### src/rtl/ecc_sort_pkg.sv
package ecc_sort_pkg;

   localparam int SYN_W   = 7;
   localparam int DATA_W  = 32;
   localparam int MULTI_N = 25;
   localparam int POS_W   = 5;

   typedef enum logic [2:0] {
      CLS_INVALID = 3'd0,
      CLS_NONE    = 3'd1,
      CLS_DATA    = 3'd2,
      CLS_CHECK   = 3'd3,
      CLS_UNKNOWN = 3'd4,
      CLS_DOUBLE  = 3'd5,
      CLS_MULTI   = 3'd6
   } cls_e;

   // Syndrome produced by a flip of data bit idx
   function automatic logic [SYN_W-1:0] data_code(input int idx);
      case (idx)
         0:  return 7'h4F;  1:  return 7'h4A;  2:  return 7'h52;  3:  return 7'h54;
         4:  return 7'h57;  5:  return 7'h58;  6:  return 7'h5B;  7:  return 7'h5D;
         8:  return 7'h23;  9:  return 7'h25;  10: return 7'h26;  11: return 7'h29;
         12: return 7'h2A;  13: return 7'h2C;  14: return 7'h31;  15: return 7'h34;
         16: return 7'h0E;  17: return 7'h0B;  18: return 7'h13;  19: return 7'h15;
         20: return 7'h16;  21: return 7'h19;  22: return 7'h1A;  23: return 7'h1C;
         24: return 7'h62;  25: return 7'h64;  26: return 7'h67;  27: return 7'h68;
         28: return 7'h6B;  29: return 7'h6D;  30: return 7'h70;  31: return 7'h75;
         default: return 7'h00;
      endcase
   endfunction

   // Syndromes reachable only through several flipped bits
   function automatic logic [SYN_W-1:0] multi_code(input int idx);
      case (idx)
         0:  return 7'h07;  1:  return 7'h0D;  2:  return 7'h1F;  3:  return 7'h2F;
         4:  return 7'h32;  5:  return 7'h37;  6:  return 7'h38;  7:  return 7'h3B;
         8:  return 7'h3D;  9:  return 7'h3E;  10: return 7'h43;  11: return 7'h45;
         12: return 7'h46;  13: return 7'h49;  14: return 7'h4C;  15: return 7'h51;
         16: return 7'h5E;  17: return 7'h61;  18: return 7'h6E;  19: return 7'h73;
         20: return 7'h76;  21: return 7'h79;  22: return 7'h7A;  23: return 7'h7C;
         24: return 7'h7F;
         default: return 7'h00;
      endcase
   endfunction

endpackage

### src/rtl/ecc_multi_match.sv
module ecc_multi_match
   import ecc_sort_pkg::*;
#(
   parameter int W = SYN_W,
   parameter int N = MULTI_N
) (
   input  logic [W-1:0] syndrome,
   output logic         hit
);
   if (N < 1) begin : g_bad_n
      $error("ecc_multi_match: N must be positive");
   end

   logic [N-1:0] eq_vec;

   for (genvar i = 0; i < N; i++) begin : g_cmp
      localparam logic [W-1:0] CODE = W'(multi_code(i));
      assign eq_vec[i] = (syndrome == CODE);
   end

   assign hit = |eq_vec;
endmodule

### src/rtl/ecc_data_locate.sv
module ecc_data_locate
   import ecc_sort_pkg::*;
#(
   parameter int W     = SYN_W,
   parameter int NBITS = DATA_W,
   parameter int PW    = POS_W
) (
   input  logic [W-1:0]  syndrome,
   output logic          hit,
   output logic [PW-1:0] index
);
   if (PW < $clog2(NBITS)) begin : g_bad_pw
      $error("ecc_data_locate: PW too narrow for NBITS");
   end

   logic [NBITS-1:0] eq_vec;

   for (genvar i = 0; i < NBITS; i++) begin : g_cmp
      localparam logic [W-1:0] CODE = W'(data_code(i));
      assign eq_vec[i] = (syndrome == CODE);
   end

   // Codes are distinct, so an OR encoder is enough
   always_comb begin
      index = '0;
      for (int i = 0; i < NBITS; i++) begin
         if (eq_vec[i]) index = index | PW'(i);
      end
   end

   assign hit = |eq_vec;
endmodule

### src/rtl/ecc_check_locate.sv
module ecc_check_locate #(
   parameter int W       = 7,
   parameter int PW      = 5,
   parameter int XPOS    = 31,
   parameter bit XREPORT = 1'b1
) (
   input  logic [W-1:0]  syndrome,
   output logic          hit,
   output logic [PW-1:0] index
);
   localparam logic [W-1:0] ONE = W'(1);

   if (XPOS >= (1 << PW)) begin : g_bad_xpos
      $error("ecc_check_locate: XPOS does not fit in PW bits");
   end

   logic single_one;
   assign single_one = (syndrome != '0) && ((syndrome & (syndrome - ONE)) == '0);

   logic [PW-1:0] shifted;
   assign shifted = PW'(syndrome >> 2);

   if (XREPORT) begin : g_xpos_code
      assign index = (syndrome == ONE) ? PW'(XPOS) : shifted;
   end else begin : g_xpos_plain
      assign index = shifted;
   end

   assign hit = single_one;
endmodule

### src/rtl/ecc_syndrome_sorter.sv
module ecc_syndrome_sorter
   import ecc_sort_pkg::*;
#(
   parameter int SW   = SYN_W,
   parameter int PW   = POS_W,
   parameter int XPOS = 31
) (
   input  logic          clk,
   input  logic          rst_n,
   input  logic          in_valid,
   input  logic          syn_valid,
   input  logic          single_hint,
   input  logic [6:0]    syndrome,
   output logic          out_valid,
   output logic [2:0]    class_code,
   output logic [4:0]    position,
   output logic          pos_is_check,
   output logic          scrub_req
);
   if (SW != 7) begin : g_bad_sw
      $error("ecc_syndrome_sorter: code tables assume a 7-bit syndrome");
   end
   if (PW != 5) begin : g_bad_pw
      $error("ecc_syndrome_sorter: position port is 5 bits");
   end

   logic          multi_hit;
   logic          data_hit;
   logic          chk_hit;
   logic [PW-1:0] data_idx;
   logic [PW-1:0] chk_idx;

   ecc_multi_match #(.W(SW), .N(MULTI_N)) u_multi (
      .syndrome (syndrome),
      .hit      (multi_hit)
   );

   ecc_data_locate #(.W(SW), .NBITS(DATA_W), .PW(PW)) u_data (
      .syndrome (syndrome),
      .hit      (data_hit),
      .index    (data_idx)
   );

   ecc_check_locate #(.W(SW), .PW(PW), .XPOS(XPOS), .XREPORT(1'b1)) u_check (
      .syndrome (syndrome),
      .hit      (chk_hit),
      .index    (chk_idx)
   );

   cls_e          cls_d;
   logic [PW-1:0] pos_d;
   logic          chk_d;
   logic          scrub_d;

   // Priority chain: validity, multi set, zero, hint, then location
   always_comb begin
      cls_d = CLS_INVALID;
      pos_d = '0;
      chk_d = 1'b0;
      if (!syn_valid) begin
         cls_d = CLS_INVALID;
      end else if (multi_hit) begin
         cls_d = CLS_MULTI;
      end else if (syndrome == '0) begin
         cls_d = CLS_NONE;
      end else if (!single_hint) begin
         cls_d = CLS_DOUBLE;
      end else if (chk_hit) begin
         cls_d = CLS_CHECK;
         pos_d = chk_idx;
         chk_d = 1'b1;
      end else if (data_hit) begin
         cls_d = CLS_DATA;
         pos_d = data_idx;
      end else begin
         cls_d = CLS_UNKNOWN;
      end
   end

   assign scrub_d = (cls_d == CLS_DATA) || (cls_d == CLS_CHECK) || (cls_d == CLS_UNKNOWN);

   always_ff @(posedge clk) begin
      if (!rst_n) begin
         out_valid    <= 1'b0;
         scrub_req    <= 1'b0;
         class_code   <= CLS_INVALID;
         position     <= '0;
         pos_is_check <= 1'b0;
      end else begin
         out_valid <= in_valid;
         scrub_req <= in_valid & scrub_d;
         if (in_valid) begin
            class_code   <= cls_d;
            position     <= pos_d;
            pos_is_check <= chk_d;
         end
      end
   end
endmodule

### config.mk
export PLATFORM = sky130hd
export DESIGN_NAME = ecc_syndrome_sorter
export DESIGN_NICKNAME = d
export VERILOG_FILES = /design/src/rtl/ecc_sort_pkg.sv /design/src/rtl/ecc_multi_match.sv /design/src/rtl/ecc_data_locate.sv /design/src/rtl/ecc_check_locate.sv /design/src/rtl/ecc_syndrome_sorter.sv
export SDC_FILE = /design/constraint.sdc
export NUM_CORES = 1
export LEC_CHECK = 0
export BUFFER_PORTS_ARGS = -buffer_cell sky130_fd_sc_hd__buf_4
export CORE_MARGIN = 10
export CORE_UTILIZATION = 25
export CTS_BUF_LIST = sky130_fd_sc_hd__clkbuf_16
export DETAILED_ROUTE_END_ITERATION = 16
export GPL_TIMING_DRIVEN = 0
export SKIP_CTS_REPAIR_TIMING = 1
export SYNTH_ARGS = -nofsm -noshare
export SYNTH_HDL_FRONTEND = slang
export SYNTH_SLANG_ARGS = --single-unit
export TNS_END_PERCENT = 5
### constraint.sdc
create_clock -name clk -period 2.55 [get_ports clk]
set_clock_uncertainty 0.05 [all_clocks]
set_input_delay 0.3825 -clock clk [delete_from_list [all_inputs] [get_ports clk]]
set_output_delay 0.3825 -clock clk [all_outputs]
set_load 0.1 [all_outputs]
# --- Yosys cells after proc, flatten, opt, wreduce, memory -nomap -nowiden ---
# Index checks and enable logic that the tools add are counted.
op_classes:
  addsub: 1
  eq_ne: 62
  mux: 95
  bitwise: 2
  reduce_logical: 8
ops:
  columns: ["cell", "n"]
  rows:
  - ["7-bit equality test (second input constant)", 31]
  - ["5-bit 2-to-1 mux", 40]
  - ["7-bit by 6-bit equality test with 1-bit output (second input constant)", 15]
  - ["3-bit 2-to-1 mux", 27]
  - ["7-bit by 5-bit equality test with 1-bit output (second input constant)", 7]
  - ["4-bit 2-to-1 mux", 8]
  - ["32-bit OR reduction", 1]
  - ["25-bit OR reduction", 1]
  - ["7-bit by 4-bit equality test with 1-bit output (second input constant)", 3]
  - ["1-bit 2-to-1 mux", 18]
  - ["7-bit zero test", 2]
  - ["7-bit AND", 1]
  - ["7-bit by 1-bit equality test with 1-bit output (second input constant)", 1]
  - ["7-bit by 3-bit equality test with 1-bit output (second input constant)", 1]
  - ["7-bit nonzero test", 1]
  - ["7-bit by 1-bit subtractor with 7-bit output (second input constant)", 1]
  - ["3-bit by 2-bit equality test with 1-bit output (second input constant)", 2]
  - ["2-bit 2-to-1 mux", 2]
  - ["3-bit equality test (second input constant)", 1]
  - ["1-bit logical OR", 2]
  - ["2-bit by 1-bit inequality test with 1-bit output (second input constant)", 1]
  - ["1-bit AND", 1]
  - ["1-bit logical AND", 1]
word_totals:
  regBits: 11
  input_bits: 12
  elab_cells: 173

# --- Logic depth before layout (Yosys ltp) ---
# Gate-level depths: netlist (run 1).
depth:
  word_depth: 55
  depth_mapped: 9

# --- Modules after synthesis ---
# A second synthesis (run 1) with hierarchy kept.
unflattened:
  hier_cells: 182
  hier_area_um2: 1380.1
modules_own_cells:
  columns: ["module", "instances", "cells_per_inst", "area_each_um2", "seq_area_each_um2"]
  rows:
  - ["ecc_syndrome_sorter", 1, 63, 544.3, 220.2]
  - ["ecc_data_locate", 1, 71, 516.7, 0.0]
  - ["ecc_multi_match", 1, 28, 187.7, 0.0]
  - ["ecc_check_locate", 1, 20, 131.4, 0.0]

# --- Worst setup path after synthesis (run 1) ---
# Ideal clock, no wire load.
synth_path:
  kind: "input to register"
  startpoint: "input syndrome[2]"
  endpoint: "register position[2]"
  arrival_time_ns: 1.876
  required_ns: 2.382
  setup_slack_ns: 0.507
  cell_stages: 8
  n_path_buf: 2
  path_cell_list: "buf_4 buf_2 and2_1 a221o_1 a221oi_2 o311a_1 a31oi_1 a22o_1"
synth_via:
  elab_chain_len: 52
  word_cells_on_any_way: 118
synth_lines:
  columns: ["element", "line_no", "text"]
  rows:
  - ["start, declared", "ecc_syndrome_sorter.sv:13", "input logic [6:0] syndrome,"]
  - ["7-bit equality test", "ecc_data_locate.sv:20", "assign eq_vec[i] = (syndrome == CODE);"]
  - ["3-bit 2-to-1 mux (4 in series)", "ecc_data_locate.sv:27", "if (eq_vec[i]) index = index | PW'(i);"]
  - ["4-bit 2-to-1 mux (8 in series)", "ecc_data_locate.sv:27", null]
  - ["5-bit 2-to-1 mux (16 in series)", "ecc_data_locate.sv:27", null]
  - ["5-bit 2-to-1 mux", "ecc_syndrome_sorter.sv:72", "end else if (data_hit) begin"]
  - ["5-bit 2-to-1 mux", "ecc_syndrome_sorter.sv:68", "end else if (chk_hit) begin"]
  - ["5-bit 2-to-1 mux", "ecc_syndrome_sorter.sv:66", "end else if (!single_hint) begin"]
  - ["5-bit 2-to-1 mux", "ecc_syndrome_sorter.sv:64", "end else if (syndrome == '0) begin"]
  - ["[10 not listed]", null, null]
  - ["5-bit 2-to-1 mux", "ecc_syndrome_sorter.sv:60", "if (!syn_valid) begin"]
  - ["5-bit 2-to-1 mux", "ecc_syndrome_sorter.sv:64", null]
  - ["5-bit 2-to-1 mux", "ecc_syndrome_sorter.sv:62", "end else if (multi_hit) begin"]
  - ["5-bit 2-to-1 mux", "ecc_syndrome_sorter.sv:60", null]
  - ["5-bit 2-to-1 mux *", "ecc_syndrome_sorter.sv:62", null]
  - ["5-bit 2-to-1 mux * (2 in series)", "ecc_syndrome_sorter.sv:60", null]
  - ["5-bit 2-to-1 mux *", "ecc_syndrome_sorter.sv:92", "if (in_valid) begin"]
  - ["5-bit 2-to-1 mux *", "ecc_syndrome_sorter.sv:83", "if (!rst_n) begin"]
  - ["end signal, assigned", "ecc_syndrome_sorter.sv:94", "position <= pos_d;"]
  - ["end, declared", "ecc_syndrome_sorter.sv:16", "output logic [4:0] position,"]
# Mark *: on every way between the ends. The rest lies on a longest branch, timed or not. The select of a mux whose other input is x is not followed.
# A chain may end at the register's enable or synchronous reset.

# --- Worst setup path after layout (run 1) ---
# Ends and elaborated chain as after synthesis.

==> flow_summary.rst, run 1 <==
.. list-table::
   :header-rows: 1

   * - Metric
     - Value
   * - Outcome
     - finished, final reports clean
   * - Pre-CTS setup slack
     - 0.0888 ns
   * - Dominant cell type by count on the critical path
     - sky130_fd_sc_hd__buf_4
   * - CP Max Fanout
     - 10
   * - Area growth from synthesis to layout
     - 22.7%
   * - Rows
     - 27
   * - Sequential power share
     - 0.256
   * - GRT overflow
     - 0
   * - Height of the die
     - ~95 µm
   * - Maximum clock rate
     - approximately 450 MHz
   * - Final cycle utilization of the critical path
     - 0.876
   * - Relative contribution of combinational cells to total power
     - 0.351
   * - Required time worst endpoint
     - around 2.6 ns
   * - Max-cap check violation count
     - 0
   * - Setup Viol. Count Final
     - 0
   * - Post-synth net total
     - ~200
   * - Worst setup path category
     - in -> reg
   * - Utilization of the core after routing
     - 0.315
   * - Area after detailed placement
     - around 1600 µm²
   * - Share of post-route cells with drive strength above 1
     - 0.216
   * - Clock buffer count from CTS
     - 3
   * - Antenna-violating nets left
     - 0
   * - Antenna cell count
     - 0
   * - Most heavily used metal layer in global routing
     - met2
   * - Total Routed Length
     - approximately 4600 µm
   * - HPWL Detailed
     - 3630 µm
   * - First-pass GRT wire length
     - between 7000 and 8000 µm
   * - Cell class contributing the biggest share of worst-path delay
     - compound AO/OA/AOI/OAI gates
   * - Final cell area excluding filler cells
     - 1720 µm²
   * - I/O Buffers
     - 20
   * - Vias after detailed routing
     - 1,608
   * - Die Area
     - roughly 9000 µm²
   * - TritonCTS clock tree
     - built
   * - Post-synth design cell area
     - approximately 1400 µm²
   * - Clock slew at reported path FFs
     - about 0.040 ns
   * - Vias in the first global route
     - roughly 1,600
   * - Global-route track usage on met1
     - 0.136
   * - Total negative setup slack
     - 0 ns
   * - Io pins
     - 23
   * - Min setup slack post-route
     - between 0.3 and 0.4 ns
   * - Fraction of power spent switching nets
     - 0.339
   * - Routed vias/inst
     - between 5 and 6
   * - Internal power
     - 466 µW
   * - Synthesized flop and latch total
     - 11
   * - Flip-flop cell with the highest count after synthesis
     - sky130_fd_sc_hd__dfxtp_1
   * - Peak supply drop
     - around 0.00026 V
   * - Slowest stage delay, CP
     - approximately 0.35 ns
   * - Async set or reset register ratio after synthesis
     - 0
   * - Antenna violations before repair
     - 0
   * - Normalized max-slew margin
     - 0.536
   * - Clock tree sinks
     - 11
   * - Max Buffers Root-to-Sink
     - 2
   * - Initial DRT Pass Iterations
     - 4
   * - Number of hold violations in the final report
     - 0
   * - Count of filler cells inserted in the layout
     - between 600 and 700
   * - First DRT Iteration DRCs
     - approximately 220
   * - Switching power
     - roughly 240 µW
   * - Met2 demand-to-capacity share in global routing
     - 0.163
   * - Floorplan core area
     - about 5500 µm²
   * - Power Density
     - 409 nW/µm²
   * - Post-synth EDFFs
     - 0
   * - RD Place Congestion
     - roughly 0.93
   * - Number of max-slew violations in the final report
     - 0
   * - Endpoint class of the critical path
     - flop
   * - Yosys Warn Count
     - 0
   * - Die Wd
     - between 90 and 100 µm
   * - Final Power
     - 705 µW
   * - Shortest period the worst path allows
     - around 2.2 ns
   * - Root buffer selected by CTS
     - sky130_fd_sc_hd__clkbuf_16
   * - Combined global-route utilization of all metal layers
     - 0.104
   * - HP Class
     - in -> reg
   * - WP data arrival
     - 2.31 ns
   * - Leakage Power
     - roughly 0.66 nW
   * - Number of buffer and inverter instances along the worst setup path
     - 3
   * - Average instance area after synthesis
     - around 7.2 µm²
   * - Insertion delay to the later sink of the worst-skew pair
     - between 0.2 and 0.25 ns
   * - Ordered list of cells on the worst path
     - buf_4 > buf_4 > buf_2 > and2_1 > a221o_1 > a221oi_2 > o311a_1 > a31oi_1 > a22o_1
   * - Total number of H-tree levels
     - 1
   * - Yosys cell types
     - 58
   * - # DRC
     - 0
   * - Seq/Total Area, Yosys
     - 0.157
   * - Largest net degree at the start of global routing
     - 11
   * - Pin slew with the least headroom to its limit
     - about 0.69 ns
   * - Startpoint kind of the worst setup timing path
     - primary input
   * - Wirelength per Cell
     - roughly 16 µm
   * - Total number of nets in the final design
     - around 230
   * - Initial core utilization
     - 0.257
   * - Grt met3 use
     - 0.0214
   * - Unrepaired setup endpoints after global routing
     - no
   * - Fraction of power consumed by the clock network
     - 0.393
   * - Library cell contributing the largest single delay on the critical path
     - sky130_fd_sc_hd__a221o_1
   * - Mapped Cells
     - approximately 190
[cells by family (layout without fill, tap and decap cells)]
family,Yosys count,after routing,share of synthesized area
AOI/OAI and AO/OA,61,61,0.330
xor gates and xnor gates,8,8,0.0553
buffers and inverters,24,48,0.0873
DFF,11,11,0.157
muxes,3,3,0.0214
and+or+nand+nor,87,87,0.349
[power by group through the flow]
stage                     sequential [mW]  combinational [mW]  clock (mW)
after global placement              0.184               0.248           0
after global routing                0.181               0.268       0.299
after detailed placement            0.184               0.245           0
after CTS                           0.181               0.245       0.284
final                               0.181               0.248       0.277
after floorplan                     0.223               0.140           0
[worst register-to-register path, cell delays in order, from the launching register on]
cell and delay (ns):
sky130_fd_sc_hd__dfxtp_1 0.30, sky130_fd_sc_hd__nand2_1 0.07, sky130_fd_sc_hd__o21ai_0 0.08, sky130_fd_sc_hd__nor3_1 0.13, sky130_fd_sc_hd__a21oi_1 0.05
[cells in the final DEF, fill, tap and decap left out, drive strengths merged, types with 3 or more instances in the layout]
cell type	count
dfxtp	11
xnor2	3
and3	4
nand4	5
o21ai	10
nor2b	13
nor3	8
a32o	4
inv	7
mux2i	3
a21oi	10
clkbuf	6
xor2	5
a211o	3
a22oi	3
buf	35
nand2	15
nand3	11
a31oi	3
and2	4
a22o	7
nor2	13
[state kept, by name (all words and copies together), names as in the netlist]
| register | cells |
|---|---|
| position | 5 |
| class_code | 3 |
| out_valid | 1 |
| pos_is_check | 1 |
| scrub_req | 1 |
[routing by layer]
layer  vias to the layer above  wire [µm]
li1                        789          -
met1                       723       2000
met2                        85       2000
met5                         -          0
met3                        11        488
met4                         0         89
[path summary, 6_finish.rpt]
check,from,to,slack [ns],cells past startpoint
worst max-delay path,syndrome[2],position[2],0.32,9
worst min-delay path,in_valid,out_valid,0.31,2
worst max register to register,position[1],position[1],1.76,4
worst min register to register,pos_is_check,pos_is_check,0.40,2
[cell usage after synthesis, drive strengths merged (2+ instances only)]
cell / instances / share of area
a211o: 3 / 0.019
a21oi: 10 / 0.036
a221o: 2 / 0.014
a221oi: 2 / 0.017
a22o: 7 / 0.044
a22oi: 3 / 0.016
a31oi: 3 / 0.013
a32o: 4 / 0.029
a32oi: 2 / 0.012
and2: 4 / 0.018
and3: 4 / 0.018
buf: 15 / 0.063
clkbuf: 3 / 0.0080
dfxtp: 11 / 0.16
inv: 6 / 0.016
mux2i: 3 / 0.021
nand2: 15 / 0.040
nand3: 11 / 0.039
nand4: 5 / 0.022
nor2: 13 / 0.037
nor2b: 13 / 0.058
nor3: 8 / 0.032
nor4b: 2 / 0.012
o2111ai: 2 / 0.012
o211ai: 2 / 0.011
o21ai: 10 / 0.036
o311a: 2 / 0.014
o31ai: 2 / 0.011
xnor2: 3 / 0.019
xor2: 5 / 0.037
[layout make-up]
cell class	count	area, µm²	share of cell area
Clock buffer	3	75.1	0.0436
Multi-Input combinational cell	159	1060	0.616
Timing Repair Buffer	20	150	0.0871
Buffer	18	100	0.0581
Sequential cell	11	220	0.128
Inverter	6	22.5	0.0131
Tap cell	72	90.1	0.0523
Clock inverter	1	3.75	0.00218
[metrics by stage]
stage | instances | hold WS [ns]
finish | 290 | 0.315
global route | 290 | 0.317
CTS | 290 | 0.313
detailed placement | 286 | 0.396
global placement | 286 | 0.388
floorplan | 194 | 0.454
No activity file was read; power rests on OpenSTA's default activity.
==> run 2, diff against run 1 <==
--- a/config.mk
+++ b/config.mk
@@ -6,11 +6,14 @@
 export NUM_CORES = 1
 export LEC_CHECK = 0
 export BUFFER_PORTS_ARGS = -buffer_cell sky130_fd_sc_hd__buf_4
+export CELL_PAD_IN_SITES_DETAIL_PLACEMENT = 1
+export CELL_PAD_IN_SITES_GLOBAL_PLACEMENT = 2
 export CORE_MARGIN = 10
 export CORE_UTILIZATION = 25
 export CTS_BUF_LIST = sky130_fd_sc_hd__clkbuf_16
 export DETAILED_ROUTE_END_ITERATION = 16
 export GPL_TIMING_DRIVEN = 0
+export PLACE_DENSITY_LB_ADDON = 0.1
 export SKIP_CTS_REPAIR_TIMING = 1
 export SYNTH_ARGS = -nofsm -noshare
 export SYNTH_HDL_FRONTEND = slang
==> run 2 against run 1 <==
  * Worst hold slack better by 0.0088 ns
  * Die area stayed put
  * Total power is 2.0% higher
  * First-iteration DRC count is 36% lower
  * Worst setup slack worse by 0.19 ns
  * Critical path depth is 1 lower
  * Sequential power hardly changed
  * Global-route usage is 2.0 points higher
  * Clock power is 1% higher
  * Routed wire length is 23% higher
  * Largest cell class unchanged
  * Highest routed layer unchanged
==> flow_summary.rst, run 2 (synthesis gave the netlist of run 1 again) <==
.. list-table::
   :header-rows: 1

   * - Metric
     - Value
   * - Outcome
     - finished, final reports clean
   * - Beginning of the worst register-to-register path
     - position[1]
   * - Total number of nets in the final design
     - ~230
   * - WP data arrival
     - about 2.5 ns
   * - Top flop regs
     - position x5, class_code x3
   * - FF-to-FF End
     - position[1]
   * - Leakage Power
     - around 0.66 nW
   * - Worst Hold Path Cells
     - 2
   * - HPWL Detailed
     - between 4000 and 5000 µm
   * - HP Class
     - in -> reg
   * - Unrepaired setup endpoints after global routing
     - no
   * - Largest net degree at the start of global routing
     - 11
   * - Max-cap check violation count
     - 0
   * - Root buffer selected by CTS
     - sky130_fd_sc_hd__clkbuf_16
   * - Number of max-slew violations in the final report
     - 0
   * - Max reg flops
     - 5
   * - Reg-to-reg slack, setup
     - around 1.7 ns
   * - Combined area of the multi-input logic cells
     - about 1100 µm²
   * - Count of filler cells inserted in the layout
     - 698
   * - Insertion delay to the later sink of the worst-skew pair
     - about 0.24 ns
   * - Slowest stage delay, CP
     - ~0.60 ns
   * - Worst setup path category
     - in -> reg
   * - Routed vias/inst
     - 5.80
   * - Number of cells on the worst reg-to-reg path
     - 4
   * - Normalized max-slew margin
     - 0.547
   * - Floorplan core area
     - about 5500 µm²
   * - Cell class contributing the biggest share of worst-path delay
     - compound AO/OA/AOI/OAI gates
   * - Antenna-violating nets left
     - 0
   * - Number of buffer and inverter instances along the worst setup path
     - 3
   * - Clock slew at reported path FFs
     - roughly 0.040 ns
   * - GRT overflow
     - 0
   * - Power Density
     - roughly 420 nW/µm²
   * - Total negative setup slack
     - 0 ns
   * - Cell count after placement
     - ~290
   * - Area growth from synthesis to layout
     - 22.7%
   * - Most common library cell in the layout ignoring fill and taps
     - sky130_fd_sc_hd__buf_4
   * - Initial DRT Pass Iterations
     - 4
   * - Setup Viol. Count Final
     - 0
   * - Ordered list of cells on the worst path
     - clkbuf_1 > buf_2 > inv_1 > nand2_1 > o31ai_1 > a2111oi_0 > a21oi_1 > a22o_1
   * - I/O Buffers
     - 20
   * - TritonCTS clock tree
     - built
   * - Antenna cell count
     - 0
   * - Height of the die
     - ~95 µm
   * - Startpoint kind of the worst setup timing path
     - primary input
   * - Hold Startpoint
     - rst_n
   * - Initial core utilization
     - 0.257
   * - Wirelength per Cell
     - about 19 µm
   * - Clock tree sinks
     - 11
   * - Max Buffers Root-to-Sink
     - 2
   * - Vias after detailed routing
     - around 1,700
   * - Antenna violations before repair
     - 0
   * - # DRC
     - 0
   * - Peak supply drop
     - ~0.00016 V
   * - Endpoint class of the critical path
     - flop
   * - Vias in the first global route
     - approximately 1,700
   * - Register Area
     - 220 µm²
   * - First DRT Iteration DRCs
     - about 140
   * - Hold Path End
     - out_valid
   * - Io pins
     - 23
   * - Library cell contributing the largest single delay on the critical path
     - sky130_fd_sc_hd__a2111oi_0
   * - Total number of H-tree levels
     - 1
   * - Maximum clock rate
     - ~410 MHz
   * - Die Wd
     - between 90 and 100 µm
   * - Pin slew with the least headroom to its limit
     - roughly 0.67 ns
   * - Share of post-route cells with drive strength above 1
     - 0.216
   * - Register with the highest flop count
     - position
   * - Total Routed Length
     - around 5600 µm
   * - Non-filler cells in the finished layout
     - 290
   * - Die Area
     - 9010 µm²
   * - First-pass GRT wire length
     - between 9000 and 10,000 µm
   * - Number of hold violations in the final report
     - 0
   * - Clock buffer count from CTS
     - 3
   * - Shortest period the worst path allows
     - between 2 and 2.5 ns
   * - Worst setup path startpoint
     - syndrome[4]
   * - Rows
     - 27
   * - Commonest non-fill, non-tap cells in the layout
     - sky130_fd_sc_hd__buf_4, sky130_fd_sc_hd__nand2_1, sky130_fd_sc_hd__nor2b_1
   * - CP Max Fanout
     - 10
   * - Smallest hold slack
     - between 0.3 and 0.4 ns
   * - RD Place Congestion
     - around 0.9
   * - Final cycle utilization of the critical path
     - 0.950
   * - Required time worst endpoint
     - between 2 and 3 ns
   * - Combined global-route utilization of all metal layers
     - 0.124
run 2: cell counts in the layout (fill, tap and decap cells not counted):
Identical to the previous run, type by type.
run 2: worst max-delay path by stage:
stage                   to  slack (ns)  depth (start not counted)
2_1_floorplan  position[2]        0.51                          8
3_3_place_gp   position[3]       -0.09                          8
3_5_place_dp   position[3]       -0.02                          8
4_1_cts        position[3]        0.21                          8
5_1_grt        position[3]        0.03                          8
6_report       position[3]        0.13                          8
run 2: metrics by stage:
stage | power, mW | utilization | cell area [µm²] | setup WS, ns
after global routing | 0.754 | 0.315 | 1720 | 0.0336
after CTS | 0.727 | 0.315 | 1720 | 0.206
after global placement | 0.436 | 0.300 | 1640 | -0.0866
after detailed placement | 0.438 | 0.300 | 1640 | -0.0223
after floorplan | 0.364 | - | 1400 | 0.507
final | 0.719 | 0.315 | 1720 | 0.127
run 2: routing by layer:
metal	GRT usage	part of all wire	vias up
met4	0.0374	0.025	0
met3	0.0198	0.051	14
li1	-	-	783
met5	0	0	-
met2	0.203	0.47	69
met1	0.163	0.45	815
run 2: cell type report:
cell class / instances / area share
clock buffer: 3 / 0.0436
inverter: 6 / 0.0131
clock inverter: 1 / 0.00218
tap: 72 / 0.0523
timing repair buffer: 20 / 0.0871
sequential: 11 / 0.128
buffer: 18 / 0.0581
multi-input combinational: 159 / 0.616
run 2: report_power, final:
group / leakage (nW) / switching [mW] / internal (mW) / total (mW)
combinational: 0.524 / 0.175 / 0.0826 / 0.257
sequential: 0.0894 / 0.00238 / 0.178 / 0.181
clock: 0.0423 / 0.0755 / 0.206 / 0.281
